`src/rtl/xlat_pkg.sv`:
```
package xlat_pkg;
  typedef enum logic [2:0] {
    FLT_NONE          = 3'd0,
    FLT_ADDR_FETCH    = 3'd1,
    FLT_ADDR_DATA     = 3'd2,
    FLT_REFILL_FETCH  = 3'd3,
    FLT_REFILL_DATA   = 3'd4,
    FLT_INVALID_FETCH = 3'd5,
    FLT_INVALID_DATA  = 3'd6,
    FLT_MODIFIED      = 3'd7
  } fault_e;

  typedef enum logic [1:0] {
    SEG_MAPPED      = 2'd0,
    SEG_DIRECT_CHK  = 2'd1,
    SEG_DIRECT_FREE = 2'd2
  } seg_e;

  localparam int unsigned BASE_SHIFT = 12;
endpackage

```
`src/rtl/xlat_seg_dec.sv`:
```
module xlat_seg_dec
  import xlat_pkg::*;
#(
  parameter int VA_W = 32
) (
  input  logic [VA_W-1:0] va_i,
  output seg_e            seg_o,
  output logic [VA_W-1:0] direct_pa_o,
  output logic            uncached_o
);
  localparam int TOP_W = 3;

  logic [TOP_W-1:0] top;
  assign top = va_i[VA_W-1 -: TOP_W];

  always_comb begin
    case (top)
      3'b100:  seg_o = SEG_DIRECT_CHK;
      3'b101:  seg_o = SEG_DIRECT_FREE;
      default: seg_o = SEG_MAPPED;
    endcase
  end

  assign direct_pa_o = {{TOP_W{1'b0}}, va_i[VA_W-TOP_W-1:0]};
  assign uncached_o  = top[2] & top[0];
endmodule

```
`src/rtl/xlat_page_geom.sv`:
```
module xlat_page_geom
  import xlat_pkg::*;
#(
  parameter int VA_W   = 32,
  parameter int PFN_W  = 20,
  parameter int MASK_W = 16
) (
  input  logic [VA_W-1:0]        va_i,
  input  logic [MASK_W-1:0]      mask_i,
  input  logic [PFN_W-1:0]       pfn_even_i,
  input  logic [PFN_W-1:0]       pfn_odd_i,
  input  logic                   dirty_even_i,
  input  logic                   dirty_odd_i,
  input  logic                   valid_even_i,
  input  logic                   valid_odd_i,
  output logic                   sel_valid_o,
  output logic                   sel_dirty_o,
  output logic [PFN_W+BASE_SHIFT-1:0] pa_o
);
  localparam int PA_W = PFN_W + BASE_SHIFT;
  localparam int SH_W = $clog2(BASE_SHIFT + MASK_W + 1);

  logic [SH_W-1:0] extra;
  logic [SH_W-1:0] shift;
  logic            odd_sel;
  logic [PFN_W-1:0] pfn_sel;
  logic [PA_W-1:0] off_mask;
  logic [PA_W-1:0] frame_base;

  // mask is contiguous from bit 0: popcount gives the extra page bits
  always_comb begin
    extra = '0;
    for (int k = 0; k < MASK_W; k++) extra = extra + SH_W'(mask_i[k]);
  end

  assign shift   = SH_W'(BASE_SHIFT) + extra;
  assign odd_sel = va_i[shift];

  assign pfn_sel     = odd_sel ? pfn_odd_i    : pfn_even_i;
  assign sel_valid_o = odd_sel ? valid_odd_i  : valid_even_i;
  assign sel_dirty_o = odd_sel ? dirty_odd_i  : dirty_even_i;

  assign off_mask   = ~({PA_W{1'b1}} << shift);
  assign frame_base = (PA_W'(pfn_sel) >> extra) << shift;
  assign pa_o       = frame_base | (PA_W'(va_i) & off_mask);
endmodule

```
`src/rtl/xlat_fault_cls.sv`:
```
module xlat_fault_cls
  import xlat_pkg::*;
(
  input  seg_e   seg_i,
  input  logic   kernel_i,
  input  logic   misaligned_i,
  input  logic   fetch_i,
  input  logic   store_i,
  input  logic   hit_i,
  input  logic   sel_valid_i,
  input  logic   sel_dirty_i,
  output fault_e fault_o
);
  fault_e addr_err;
  assign addr_err = fetch_i ? FLT_ADDR_FETCH : FLT_ADDR_DATA;

  always_comb begin
    fault_o = FLT_NONE;
    case (seg_i)
      SEG_DIRECT_CHK: begin
        if (!kernel_i || misaligned_i) fault_o = addr_err;
      end
      SEG_DIRECT_FREE: fault_o = FLT_NONE;
      default: begin
        if (misaligned_i)                         fault_o = addr_err;
        else if (!hit_i)                          fault_o = fetch_i ? FLT_REFILL_FETCH : FLT_REFILL_DATA;
        else if (!sel_valid_i)                    fault_o = fetch_i ? FLT_INVALID_FETCH : FLT_INVALID_DATA;
        else if (!fetch_i && store_i && !sel_dirty_i) fault_o = FLT_MODIFIED;
        else                                      fault_o = FLT_NONE;
      end
    endcase
  end
endmodule

```
`src/rtl/xlat_fault_unit.sv`:
```
module xlat_fault_unit
  import xlat_pkg::*;
#(
  parameter int VA_W   = 32,
  parameter int ASID_W = 8,
  parameter int PFN_W  = 20,
  parameter int MASK_W = 16
) (
  input  logic                 clk_i,
  input  logic                 rst_ni,
  input  logic [VA_W-1:0]      va_i,
  input  logic [ASID_W-1:0]    asid_i,
  input  logic                 kernel_i,
  input  logic                 misaligned_i,
  input  logic                 store_i,
  input  logic                 fetch_i,
  input  logic                 small_pages_i,
  output logic                 tlb_lookup_o,
  output logic [VA_W-12:0]     tlb_vpn_o,
  output logic [ASID_W-1:0]    tlb_asid_o,
  input  logic                 tlb_hit_i,
  input  logic [MASK_W-1:0]    tlb_mask_i,
  input  logic [PFN_W-1:0]     tlb_pfn_even_i,
  input  logic [PFN_W-1:0]     tlb_pfn_odd_i,
  input  logic                 tlb_dirty_even_i,
  input  logic                 tlb_dirty_odd_i,
  input  logic                 tlb_valid_even_i,
  input  logic                 tlb_valid_odd_i,
  output logic [PFN_W+11:0]    pa_o,
  output logic                 uncached_o,
  output logic [2:0]           fault_o,
  output logic [VA_W-1:0]      bad_vaddr_o,
  output logic [ASID_W-1:0]    flt_asid_o,
  output logic [VA_W-14:0]     flt_vpn2_o,
  output logic [1:0]           flt_vpn2x_o,
  output logic [VA_W-14:0]     ctx_badvpn2_o
);
  localparam int PA_W   = PFN_W + BASE_SHIFT;
  localparam int VPN_W  = VA_W - 11;
  localparam int VPN2_W = VPN_W - 2;

  seg_e            seg;
  logic [VA_W-1:0] direct_pa;
  logic            seg_uncached;
  logic            sel_valid;
  logic            sel_dirty;
  logic [PA_W-1:0] page_pa;
  fault_e          fault_c;
  logic [VPN_W-1:0] vpn;

  xlat_seg_dec #(.VA_W(VA_W)) u_seg (
    .va_i        (va_i),
    .seg_o       (seg),
    .direct_pa_o (direct_pa),
    .uncached_o  (seg_uncached)
  );

  xlat_page_geom #(.VA_W(VA_W), .PFN_W(PFN_W), .MASK_W(MASK_W)) u_geom (
    .va_i         (va_i),
    .mask_i       (tlb_mask_i),
    .pfn_even_i   (tlb_pfn_even_i),
    .pfn_odd_i    (tlb_pfn_odd_i),
    .dirty_even_i (tlb_dirty_even_i),
    .dirty_odd_i  (tlb_dirty_odd_i),
    .valid_even_i (tlb_valid_even_i),
    .valid_odd_i  (tlb_valid_odd_i),
    .sel_valid_o  (sel_valid),
    .sel_dirty_o  (sel_dirty),
    .pa_o         (page_pa)
  );

  xlat_fault_cls u_cls (
    .seg_i        (seg),
    .kernel_i     (kernel_i),
    .misaligned_i (misaligned_i),
    .fetch_i      (fetch_i),
    .store_i      (store_i),
    .hit_i        (tlb_hit_i),
    .sel_valid_i  (sel_valid),
    .sel_dirty_i  (sel_dirty),
    .fault_o      (fault_c)
  );

  // lookup port
  assign vpn          = small_pages_i ? va_i[VA_W-1:11] : {va_i[VA_W-1:13], 2'b00};
  assign tlb_vpn_o    = vpn;
  assign tlb_asid_o   = asid_i;
  assign tlb_lookup_o = (seg == SEG_MAPPED);

  // next-state values
  logic              has_fault, tlb_fault;
  logic [PA_W-1:0]   pa_d;
  logic              unc_d;
  logic [VA_W-1:0]   bad_d;
  logic [ASID_W-1:0] asid_d;
  logic [VPN2_W-1:0] vpn2_d;
  logic [1:0]        vpn2x_d;

  always_comb begin
    has_fault = (fault_c != FLT_NONE);
    tlb_fault = (fault_c >= FLT_REFILL_FETCH);
    if (has_fault)              pa_d = '0;
    else if (seg == SEG_MAPPED) pa_d = page_pa;
    else                        pa_d = PA_W'(direct_pa);
    unc_d   = !has_fault && seg_uncached;
    bad_d   = has_fault ? va_i : '0;
    asid_d  = tlb_fault ? asid_i : '0;
    vpn2_d  = tlb_fault ? vpn[VPN_W-1:2] : '0;
    vpn2x_d = tlb_fault ? vpn[1:0] : 2'b00;
  end

  always_ff @(posedge clk_i or negedge rst_ni) begin
    if (!rst_ni) begin
      pa_o          <= '0;
      uncached_o    <= 1'b0;
      fault_o       <= FLT_NONE;
      bad_vaddr_o   <= '0;
      flt_asid_o    <= '0;
      flt_vpn2_o    <= '0;
      flt_vpn2x_o   <= 2'b00;
      ctx_badvpn2_o <= '0;
    end else begin
      pa_o          <= pa_d;
      uncached_o    <= unc_d;
      fault_o       <= fault_c;
      bad_vaddr_o   <= bad_d;
      flt_asid_o    <= asid_d;
      flt_vpn2_o    <= vpn2_d;
      flt_vpn2x_o   <= vpn2x_d;
      ctx_badvpn2_o <= vpn2_d;
    end
  end

  // assertions
  logic past_ok;
  always_ff @(posedge clk_i or negedge rst_ni) begin
    if (!rst_ni) past_ok <= 1'b0;
    else         past_ok <= 1'b1;
  end

  a_r1_no_lookup_direct: assert property (@(posedge clk_i) disable iff (!rst_ni)
    (va_i[VA_W-1 -: 2] == 2'b10) |-> !tlb_lookup_o);

  a_r2_user_direct_faults: assert property (@(posedge clk_i) disable iff (!rst_ni)
    (past_ok && $past(va_i[VA_W-1 -: 3] == 3'b100 && !kernel_i))
    |-> (fault_o == FLT_ADDR_FETCH || fault_o == FLT_ADDR_DATA));

  a_r3_free_direct_clean: assert property (@(posedge clk_i) disable iff (!rst_ni)
    (past_ok && $past(va_i[VA_W-1 -: 3] == 3'b101)) |-> (fault_o == FLT_NONE && uncached_o));

  a_r5_misaligned_first: assert property (@(posedge clk_i) disable iff (!rst_ni)
    (past_ok && $past(misaligned_i && va_i[VA_W-1 -: 2] != 2'b10))
    |-> (fault_o == FLT_ADDR_FETCH || fault_o == FLT_ADDR_DATA));

  a_r8_modified_store_only: assert property (@(posedge clk_i) disable iff (!rst_ni)
    (past_ok && fault_o == FLT_MODIFIED) |-> $past(store_i && !fetch_i && tlb_hit_i));

  a_r10_uncached_window: assert property (@(posedge clk_i) disable iff (!rst_ni)
    (past_ok && uncached_o) |-> (fault_o == FLT_NONE && $past(va_i[VA_W-1] && va_i[VA_W-3])));

  a_r11_capture_pair: assert property (@(posedge clk_i) disable iff (!rst_ni)
    (past_ok && fault_o >= FLT_REFILL_FETCH)
    |-> (flt_vpn2_o == ctx_badvpn2_o && bad_vaddr_o == $past(va_i)));

  a_r11_quiet_no_fault: assert property (@(posedge clk_i) disable iff (!rst_ni)
    (fault_o == FLT_NONE) |-> (bad_vaddr_o == '0 && flt_asid_o == '0 && flt_vpn2x_o == 2'b00));

  a_r9_no_pa_on_fault: assert property (@(posedge clk_i) disable iff (!rst_ni)
    (fault_o != FLT_NONE) |-> (pa_o == '0 && !uncached_o));
endmodule

```
`config.mk`:
```
export PLATFORM = sky130hd
export DESIGN_NAME = xlat_fault_unit
export DESIGN_NICKNAME = d
export VERILOG_FILES = /design/src/rtl/xlat_pkg.sv /design/src/rtl/xlat_seg_dec.sv /design/src/rtl/xlat_page_geom.sv /design/src/rtl/xlat_fault_cls.sv /design/src/rtl/xlat_fault_unit.sv
export SDC_FILE = /design/constraint.sdc
export NUM_CORES = 1
export LEC_CHECK = 0
export BUFFER_PORTS_ARGS = -buffer_cell sky130_fd_sc_hd__buf_2
export CORE_ASPECT_RATIO = 1.2
export CORE_MARGIN = 2
export CORE_UTILIZATION = 57
export DETAILED_ROUTE_END_ITERATION = 10
export GPL_TIMING_DRIVEN = 1
export PLACE_DENSITY = 0.85
export SLEW_MARGIN = 20
export SYNTH_ARGS = -nofsm -noshare
export SYNTH_HDL_FRONTEND = slang
export SYNTH_SLANG_ARGS = --single-unit
```
`constraint.sdc`:
```
create_clock -name clk_i -period 1.95 [get_ports clk_i]
set_clock_uncertainty 0.1 [all_clocks]
set_input_delay 0.2925 -clock clk_i [delete_from_list [all_inputs] [get_ports clk_i]]
set_output_delay 0.2925 -clock clk_i [all_outputs]
set_load 0.05 [all_outputs]
```
==> flow_summary.json, run 1 <==
{
  "rows": 48,
  "grt_pass1_wl_mm": 90.6,
  "netlist_instances": 972,
  "synth-seq-area-share": 0.293,
  "start_util": 0.580,
  "yosysWarnings": 0,
  "syn_nets": 1099,
  "hpwl_mm": 31.5,
  "synth_seq_cells": 97,
  "synth_top_area_share": 0.293,
  "dpl.cell_count": 1574,
  "num_io_pins": 254,
  "clockBufferDepth": 2,
  "synth-edff-count": 0,
  "placed_cell_area_mm2": 0.0117,
  "async_flop_share": 1.00,
  "cts_sinks": 97,
  "synth-main-ff-cell": "dfrtp_1",
  "stop_stage": "5_1_grt",
  "status": "stopped before the end",
  "die_height_um": 136,
  "grt_max_degree": 43,
  "netlist-cell-type-count": 80,
  "clockRootBuffer": "clkbuf_16",
  "dieWidth_um": 114,
  "grt_pass1_vias": 14100,
  "track_usage": 0.767,
  "cts-htree-levels": 3,
  "first-error": "[ERROR GRT-0116] Global routing finished with congestion. Check the congestion regions in the DRC Viewer.",
  "numCtsBuffers": 9,
  "synth_top_cell_by_area": "dfrtp_1",
  "synth_area_leaders": "dfrtp_1, mux2i_1, and2_1",
  "io_buffers": 253,
  "gp_congestion": 1.20,
  "avgSynthCellArea_um2": 8.52,
  "grt.overflow.total": 193,
  "netlist_area_mm2": 0.00829
}
metal layers:
layer  track usage  overflow
met1         0.766         0
met2         0.975        95
met3         0.537         0
met4         0.819        97
met5         0.133         1
through the flow:
stage | setup WS, ns | hold slack, ns | setup TNS [ns]
4_1_cts | -5.24 | 0.0597 | -467.90
3_5_place_dp | -5.72 | 0.136 | -514.91
3_3_place_gp | -5.64 | 0.132 | -495.66
2_1_floorplan | -5.84 | -0.103 | -513.25
what timing repair did:
action                     in CTS
gates cloned                    8
hold endpoints to repair       26
setup endpoints to repair      98
resized for setup             222
setup buffers                  60
hold buffers                    1
pin swaps                      75
synth_stat cells (6+ instances only):
library cell / number
o21ai_0: 63
inv_1: 36
o221ai_1: 11
a2bb2oi_1: 7
a211oi_1: 13
mux2_2: 15
a31oi_1: 12
nand2_1: 86
buf_4: 49
nor3_1: 14
and2_1: 68
or3_1: 7
nor2b_1: 10
nor2_1: 54
buf_2: 10
o211ai_1: 15
o2111ai_1: 17
buf_1: 12
a221oi_1: 8
a22oi_1: 6
dfrtp_1: 97
o21ai_1: 16
o22ai_1: 11
nor4_1: 8
o41ai_1: 7
nand3_1: 36
mux2i_1: 57
a21oi_1: 39
clkbuf_1: 52
mux4_2: 8
o32ai_1: 8
fa_1: 10
ha_1: 9
kinds of logic after synthesis:
kind of cell               after synthesis  synth area share
xor gates and xnor gates                 1           0.00196
DFF                                     97             0.293
and+or+nand+nor                        308             0.187
adders and majority gates               19            0.0378
muxes                                   86             0.120
AOI/OAI and AO/OA                      298             0.259
buffers and inverters                  163             0.100
==> inputs of run 2 (changes only) <==
--- a/config.mk
+++ b/config.mk
@@ -6,12 +6,11 @@
 export NUM_CORES = 1
 export LEC_CHECK = 0
 export BUFFER_PORTS_ARGS = -buffer_cell sky130_fd_sc_hd__buf_2
-export CORE_ASPECT_RATIO = 1.2
 export CORE_MARGIN = 2
-export CORE_UTILIZATION = 57
+export CORE_UTILIZATION = 40
 export DETAILED_ROUTE_END_ITERATION = 10
 export GPL_TIMING_DRIVEN = 1
-export PLACE_DENSITY = 0.85
+export PLACE_DENSITY_LB_ADDON = 0.15
 export SLEW_MARGIN = 20
 export SYNTH_ARGS = -nofsm -noshare
 export SYNTH_HDL_FRONTEND = slang
==> flow_summary.json, run 2 <==
{
  "status": "finished, violations left",
  "violations": "setup timing",
  "met1Wirelength_mm": 16.9,
  "synth-seq-area-share": 0.293,
  "fillers": 1676,
  "cts-htree-levels": 3,
  "area_growth_pct": 65.2,
  "antenna_found_initial": 0,
  "cts_tree": "done",
  "fin_crit_sh": 3.72,
  "netlist_instances": 972,
  "layout-drive-gt1-share": 0.551,
  "synth-main-ff-cell": "dfrtp_1",
  "grt_pass1_vias": 10300,
  "avgSynthCellArea_um2": 8.52,
  "clockRootBuffer": "clkbuf_16",
  "endpoint_kind": "register",
  "clockBufferDepth": 2,
  "drtIter0Drc": 973,
  "slew_viol_final": 0,
  "min_from": "asid_i[0]",
  "wl_met2_mm": 20.9,
  "io_buffers": 253,
  "syn_nets": 1099,
  "num_io_pins": 254,
  "grt_max_degree": 53,
  "vias_per_cell": 5.98,
  "top_layer": "met4",
  "min_path_cells": 2,
  "drt_pre_antenna_iters": 5,
  "max_freq_ghz": 0.138,
  "critical_path.startpoint_type": "input pin",
  "track_usage": 0.391,
  "met3WireLength_mm": 3.16,
  "hp-class": "in -> reg",
  "mostFrequentLayoutCell": "buf_4",
  "min_to": "flt_asid_o[0]",
  "cts_sinks": 97,
  "grt_pass1_wl_mm": 64.2,
  "netlist-cell-type-count": 80,
  "yosysWarnings": 0,
  "worstPathArrival_ns": 7.38,
  "rows": 52,
  "worstPathMaxFanout": 6,
  "multi_input_area_mm2": 0.00612,
  "slew_headroom": 0.572,
  "yosysMostFrequentCell": "dfrtp_1",
  "dp_slack_ns": -5.89,
  "wl_per_cell_um": 24.9,
  "hold_viol_final": 0,
  "synth_area_leaders": "dfrtp_1, mux2i_1, and2_1",
  "layout_setup_ws_ns": -5.31,
  "gp_congestion": 1.01,
  "coreArea_mm2": 0.0203,
  "start_util": 0.408,
  "synth_top_area_share": 0.293,
  "worst_pin_slew_ns": 0.635,
  "synth_seq_cells": 97,
  "setup_viol": 97,
  "numCtsBuffers": 9,
  "reg_top3": "bad_vaddr_o x32, pa_o x32, ctx_badvpn2_o x19",
  "dieWidth_um": 148,
  "crit_type": "in -> reg",
  "synthTopCellsByCount": "dfrtp_1, nand2_1, and2_1",
  "netlist_area_mm2": 0.00829,
  "max_cap_viol_count": 0,
  "path_clk_slew_ns": 0.07,
  "fin_nets": 1607,
  "die_height_um": 148,
  "async_flop_share": 1.00,
  "drt-total-wl_mm": 43.7,
  "hpwl_mm": 33.3,
  "rsz0062_at_grt": "yes",
  "vias": 10500,
  "die_area_mm2": 0.0219,
  "grt.overflow.total": 0,
  "fin_crit_ns": 7.26,
  "layout_common_cells": "buf_4, buf_2, dfrtp_1, nand2_1, and2_1",
  "synth-edff-count": 0,
  "required_ns": 2.07,
  "drc": 0,
  "synth_top_cell_by_area": "dfrtp_1",
  "regArea_mm2": 0.00243,
  "ant_nets": 0,
  "n_antenna_cell": 0
}
run 2: area by class of cell:
class	count	area share
Sequential cell	97	0.177
Timing Repair Buffer	622	0.319
Clock inverter	6	0.00475
Clock buffer	10	0.0167
Tap cell	270	0.0247
Multi-Input combinational cell	713	0.447
Inverter	37	0.0101
run 2: cell families (layout without fill, tap and decap cells):
logic type,after synthesis,count (layout),share of synthesized area
compound gates,298,298,0.259
xor+xnor,1,1,0.00196
fa+ha+maj,19,19,0.0378
buf+inv,163,675,0.100
flops,97,97,0.293
mux,86,86,0.120
simple gates,308,309,0.187
run 2: how the worst max path moves through the flow:
stage                   from       end  slack, ns  cells past startpoint
2_1_floorplan  tlb_mask_i[1]  pa_o[31]      -5.84                     35
3_3_place_gp   tlb_mask_i[1]  pa_o[19]      -5.84                     30
3_5_place_dp   tlb_mask_i[1]  pa_o[14]      -5.89                     31
4_1_cts        tlb_mask_i[1]  pa_o[20]      -5.31                     30
5_1_grt        tlb_mask_i[1]  pa_o[13]      -5.48                     28
6_report       tlb_mask_i[1]  pa_o[31]      -5.31                     27
run 2: worst max-delay path: stages:
cell	delay, ns
buf_6	0.09
ha_4	0.25
inv_2	0.03
fa_1	0.49
inv_2	0.05
fa_1	0.51
fa_1	0.50
inv_1	0.05
fa_1	0.45
fa_4	0.46
fa_4	0.81
buf_12	0.14
buf_12	0.13
mux2i_2	0.28
a31oi_4	0.11
and4_4	0.19
or4_4	0.58
buf_12	0.17
buf_8	0.13
mux2i_4	0.21
o32ai_4	0.37
nor3_2	0.09
buf_4	0.17
o22ai_4	0.19
nand2_2	0.11
o21a_1	0.19
a221o_1	0.33
run 2: routing by layer:
metal  GRT usage  up-vias
met5           0        -
met4       0.222        0
met3      0.0583      163
met2       0.658      649
met1       0.480     5081
li1            -     4599
run 2: what timing repair did:
action / CTS / global route
buffers inserted: 30 / 12
hold buffers: 1 / 0
gates cloned: 4 / 0
endpoints found under the setup margin: 98 / 98
gates resized for setup: 135 / 65
pin swaps: 60 / 30
endpoints found under the hold margin: 25 / 0
run 2: stage by stage:
| stage | setup TNS [ns] | cell area (µm²) | cells | hold WS, ns | utilization |
|---|---|---|---|---|---|
| floorplan | -513.25 | 8630 | 972 | -0.103 | - |
| global route | -484.70 | 13700 | 1755 | 0.0829 | 0.674 |
| finish | -469.10 | 13700 | 1755 | 0.0744 | 0.674 |
| CTS | -467.19 | 13300 | 1744 | 0.0719 | 0.654 |
| detailed placement | -519.03 | 12000 | 1696 | 0.146 | 0.592 |
| global placement | -511.81 | 12000 | 1696 | 0.141 | 0.592 |
Power of run 2 is left out: the tool's default activity adds up to more than one toggle a clock period on the data nets, which glitch-free logic cannot reach.
==> inputs of run 3 (changes only) <==
--- a/config.mk
+++ b/config.mk
@@ -11,6 +11,7 @@
 export DETAILED_ROUTE_END_ITERATION = 10
 export GPL_TIMING_DRIVEN = 1
 export PLACE_DENSITY_LB_ADDON = 0.15
+export RECOVER_POWER = 100
 export SLEW_MARGIN = 20
 export SYNTH_ARGS = -nofsm -noshare
 export SYNTH_HDL_FRONTEND = slang
==> flow_summary.json, run 3 (same netlist as run 2, synthesis figures left out) <==
{
  "endpoint_kind": "register",
  "num_io_pins": 254,
  "ant_nets": 0,
  "io_buffers": 253,
  "dp_slack_ns": -5.89,
  "drt-total-wl_mm": 43.7,
  "grt_pass1_wl_mm": 64.2,
  "violations": "setup timing",
  "hp-class": "in -> reg",
  "worstPathMaxFanout": 6,
  "die_height_um": 148,
  "max_stage_delay_ns": 0.81,
  "startpoint": "tlb_mask_i[1]",
  "drtIter0Drc": 835,
  "layout_setup_ws_ns": -5.31,
  "rows": 52,
  "crit_family": "adder cells",
  "fin_crit_sh": 3.72,
  "max_freq_ghz": 0.138,
  "hold_viol_final": 0,
  "crit_buf_inv": 9,
  "path_clk_slew_ns": 0.07,
  "worst_pin_slew_ns": 0.737,
  "n_antenna_cell": 0,
  "min_to": "flt_asid_o[0]",
  "vias": 10400,
  "status": "finished, violations left",
  "die_area_mm2": 0.0219,
  "rsz0062_at_grt": "yes",
  "coreArea_mm2": 0.0203,
  "reg_top3": "bad_vaddr_o x32, pa_o x32, ctx_badvpn2_o x19",
  "min_path_cells": 2,
  "cts-htree-levels": 3,
  "cts_tree": "done",
  "critical_path.startpoint_type": "input pin",
  "mostFrequentLayoutCell": "buf_4",
  "wl_per_cell_um": 24.9,
  "max_cap_viol_count": 0,
  "drt_pre_antenna_iters": 5,
  "grt_pass1_vias": 10300,
  "track_usage": 0.391,
  "slew_headroom": 0.509,
  "clockRootBuffer": "clkbuf_16",
  "clockBufferDepth": 2,
  "drc": 0,
  "fin_crit_ns": 7.26,
  "start_util": 0.408,
  "area_growth_pct": 62.7,
  "cts_sinks": 97,
  "vias_per_cell": 5.94,
  "hpwl_mm": 33.3,
  "required_ns": 2.08,
  "layout_common_cells": "buf_4, clkbuf_1, buf_2, dfrtp_1, nand2_1",
  "min_from": "asid_i[0]",
  "worstPathArrival_ns": 7.39,
  "antenna_found_initial": 0,
  "crit_slowest_cell": "fa_4",
  "slew_viol_final": 0,
  "setup_viol": 97,
  "numCtsBuffers": 9,
  "dieWidth_um": 148,
  "layout-drive-gt1-share": 0.452,
  "gp_congestion": 1.01,
  "crit_top_cell": "fa_1",
  "fin_nets": 1607,
  "crit_type": "in -> reg",
  "grt_max_degree": 53,
  "grt.overflow.total": 0
}
[run 3: cell count changes in the layout (fill, tap and decap cells not counted), sizes merged]
cell	change
clkbuf	+148
buf	-148
[run 3: area by class of cell]
class | count | area, µm²
well taps | 270 | 338
multi-input cells | 713 | 6120
flip-flops and latches | 97 | 2430
repair buffers | 622 | 4160
clock inverters | 6 | 65.1
clock buffers | 10 | 229
fillers | 1762 | 6820
inverters | 37 | 139
[run 3: worst max-delay path by stage]
stage | endpoint | slack (ns) | cells after the start
after floorplan | pa_o[31] | -5.84 | 35
after global placement | pa_o[19] | -5.84 | 30
after detailed placement | pa_o[14] | -5.89 | 31
after CTS | pa_o[20] | -5.31 | 30
after global routing | pa_o[13] | -5.48 | 28
final | pa_o[31] | -5.31 | 27
[run 3: per-stage QoR]
stage               std cells   util  TNS, ns  hold slack (ns)  area (µm²)
detailed placement       1696  0.592  -519.03            0.146       12000
CTS                      1744  0.654  -467.19           0.0719       13300
global placement         1696  0.592  -511.81            0.141       12000
finish                   1755  0.664  -469.12           0.0759       13500
floorplan                 972      -  -513.25           -0.103        8630
global route             1755  0.664  -484.70           0.0845       13500
[run 3: repair_timing]
action | in CTS | in global routing
endpoints found under the setup margin | 98 | 98
hold buffers | 1 | 0
gates cloned | 4 | 0
gates resized for setup | 135 | 65
pin swaps | 60 | 30
endpoints found under the hold margin | 25 | 0
buffers inserted | 30 | 12
[run 3: layer usage]
layer  vias to the layer above  share of wire  routed length, µm  track usage
met5                         -              0                  0            0
li1                       4590              -                  -            -
met4                         0          0.065               2830        0.222
met3                       173          0.071               3110       0.0583
met1                      5028           0.39              16900        0.480
met2                       638           0.48              20900        0.658
Power of run 3 is left out for the same reason.
==> inputs of run 4 (changes only) <==
--- a/config.mk
+++ b/config.mk
@@ -6,6 +6,7 @@
 export NUM_CORES = 1
 export LEC_CHECK = 0
 export BUFFER_PORTS_ARGS = -buffer_cell sky130_fd_sc_hd__buf_2
+export CORE_ASPECT_RATIO = 0.5
 export CORE_MARGIN = 2
 export CORE_UTILIZATION = 40
 export DETAILED_ROUTE_END_ITERATION = 10
==> flow_summary.json, run 4 (same netlist as run 2, synthesis figures left out) <==
{
  "crit_top_cell": "inv_2",
  "min_path_cells": 2,
  "dieWidth_um": 208,
  "grt_pass1_vias": 10500,
  "drt-total-wl_mm": 45.2,
  "vias": 10600,
  "start_util": 0.406,
  "wl_per_cell_um": 25.6,
  "crit_type": "in -> reg",
  "fin_nets": 1617,
  "setup_viol": 97,
  "path_clk_slew_ns": 0.07,
  "worst_pin_slew_ns": 0.988,
  "cts_tree": "done",
  "clockBufferDepth": 2,
  "regArea_mm2": 0.00243,
  "fin_crit_ns": 7.32,
  "fillers": 1708,
  "max_cap_viol_count": 0,
  "hold_viol_final": 0,
  "numCtsBuffers": 9,
  "slew_headroom": 0.341,
  "critical_path.startpoint_type": "input pin",
  "max_stage_delay_ns": 0.64,
  "drt_pre_antenna_iters": 7,
  "multi_input_area_mm2": 0.00625,
  "rows": 37,
  "max_freq_ghz": 0.137,
  "area_growth_pct": 66.9,
  "vias_per_cell": 6.00,
  "crit_slowest_cell": "or4_4",
  "clockRootBuffer": "clkbuf_16",
  "worstPathMaxFanout": 7,
  "min_from": "asid_i[6]",
  "fin_crit_sh": 3.75,
  "drc": 0,
  "cts-htree-levels": 3,
  "placed_cell_area_mm2": 0.0119,
  "min_to": "flt_asid_o[6]",
  "hpwl_mm": 34.6,
  "violations": "setup timing",
  "coreArea_mm2": 0.0204,
  "track_usage": 0.396,
  "slew_viol_final": 0,
  "layout-drive-gt1-share": 0.481,
  "antenna_found_initial": 0,
  "layout_common_cells": "buf_4, clkbuf_1, buf_2, dfrtp_1, nand2_1",
  "drtIter0Drc": 1249,
  "num_io_pins": 254,
  "gp_congestion": 1.04,
  "rsz0062_at_grt": "yes",
  "io_buffers": 253,
  "status": "finished, violations left",
  "cts_sinks": 97,
  "n_antenna_cell": 0,
  "required_ns": 2.14,
  "grt_pass1_wl_mm": 65.4,
  "worstPathArrival_ns": 7.51,
  "ant_nets": 0,
  "mostFrequentLayoutCell": "buf_4",
  "die_height_um": 106,
  "layout_setup_ws_ns": -5.37,
  "grt_max_degree": 32,
  "grt.overflow.total": 0,
  "die_area_mm2": 0.0220,
  "reg_top3": "bad_vaddr_o x32, pa_o x32, ctx_badvpn2_o x19",
  "endpoint_kind": "register",
  "stdcell_area_mm2": 0.0138,
  "hp-class": "in -> reg"
}
run 4: changes by cell type in the layout (fill, tap and decap cells not counted), sizes merged:
| cell | delta |
|---|---|
| clkinvlp | +2 |
| buf | +9 |
| or2 | -1 |
| inv | +1 |
| clkinv | -2 |
| clkbuf | +1 |
run 4: final cells by class:
class	instances	area share
clock buffer	9	0.0163
clock inverter	7	0.00688
inverter	37	0.0103
multi-input combinational	712	0.452
sequential	97	0.176
tap	273	0.0247
timing repair buffer	633	0.314
run 4: repair_timing:
item / 4_1_cts / 5_1_grt
setup endpoints to repair: 98 / 98
hold endpoints to repair: 26 / 0
setup buffers: 42 / 23
hold buffers: 1 / 0
gates cloned: 7 / 0
resized for setup: 163 / 100
pin swaps: 75 / 57
run 4: how the worst max path moves through the flow:
stage               endpoint  slack, ns  cells after the start          start
finish              pa_o[24]      -5.37                     31  tlb_mask_i[1]
global placement    pa_o[28]      -5.95                     26  tlb_mask_i[1]
floorplan           pa_o[31]      -5.84                     35  tlb_mask_i[1]
CTS                 pa_o[17]      -5.32                     29  tlb_mask_i[1]
global route        pa_o[28]      -5.50                     27  tlb_mask_i[1]
detailed placement  pa_o[14]      -6.00                     25  tlb_mask_i[1]
run 4: per-layer routing:
metal | GRT usage | vias up | share of wire
li1 | - | 4603 | -
met1 | 0.532 | 5181 | 0.42
met2 | 0.625 | 695 | 0.44
met3 | 0.0754 | 137 | 0.096
met4 | 0.169 | 0 | 0.045
met5 | 0 | - | 0
run 4: critical path, delay by kind of cell:
family                   cells  cell delay [ns]
AO/OA/AOI/OAI                7             1.44
XOR/XNOR                     1             0.21
adder cells (fa/ha/maj)      9             3.50
buffers and inverters       10             0.98
multiplexers                 1             0.14
AND/OR/NAND/NOR              3             0.90
run 4: through the flow:
stage                     TNS, ns   util  hold WS [ns]  setup slack [ns]  std cells
after floorplan           -513.25      -        -0.103             -5.84        972
after global placement    -531.28  0.584         0.128             -5.95       1690
after detailed placement  -540.71  0.584         0.134             -6.00       1690
after CTS                 -461.79  0.658        0.0571             -5.32       1749
after global routing      -477.90  0.677        0.0669             -5.50       1768
final                     -465.03  0.677        0.0630             -5.37       1768
Power of run 4 is left out for the same reason.
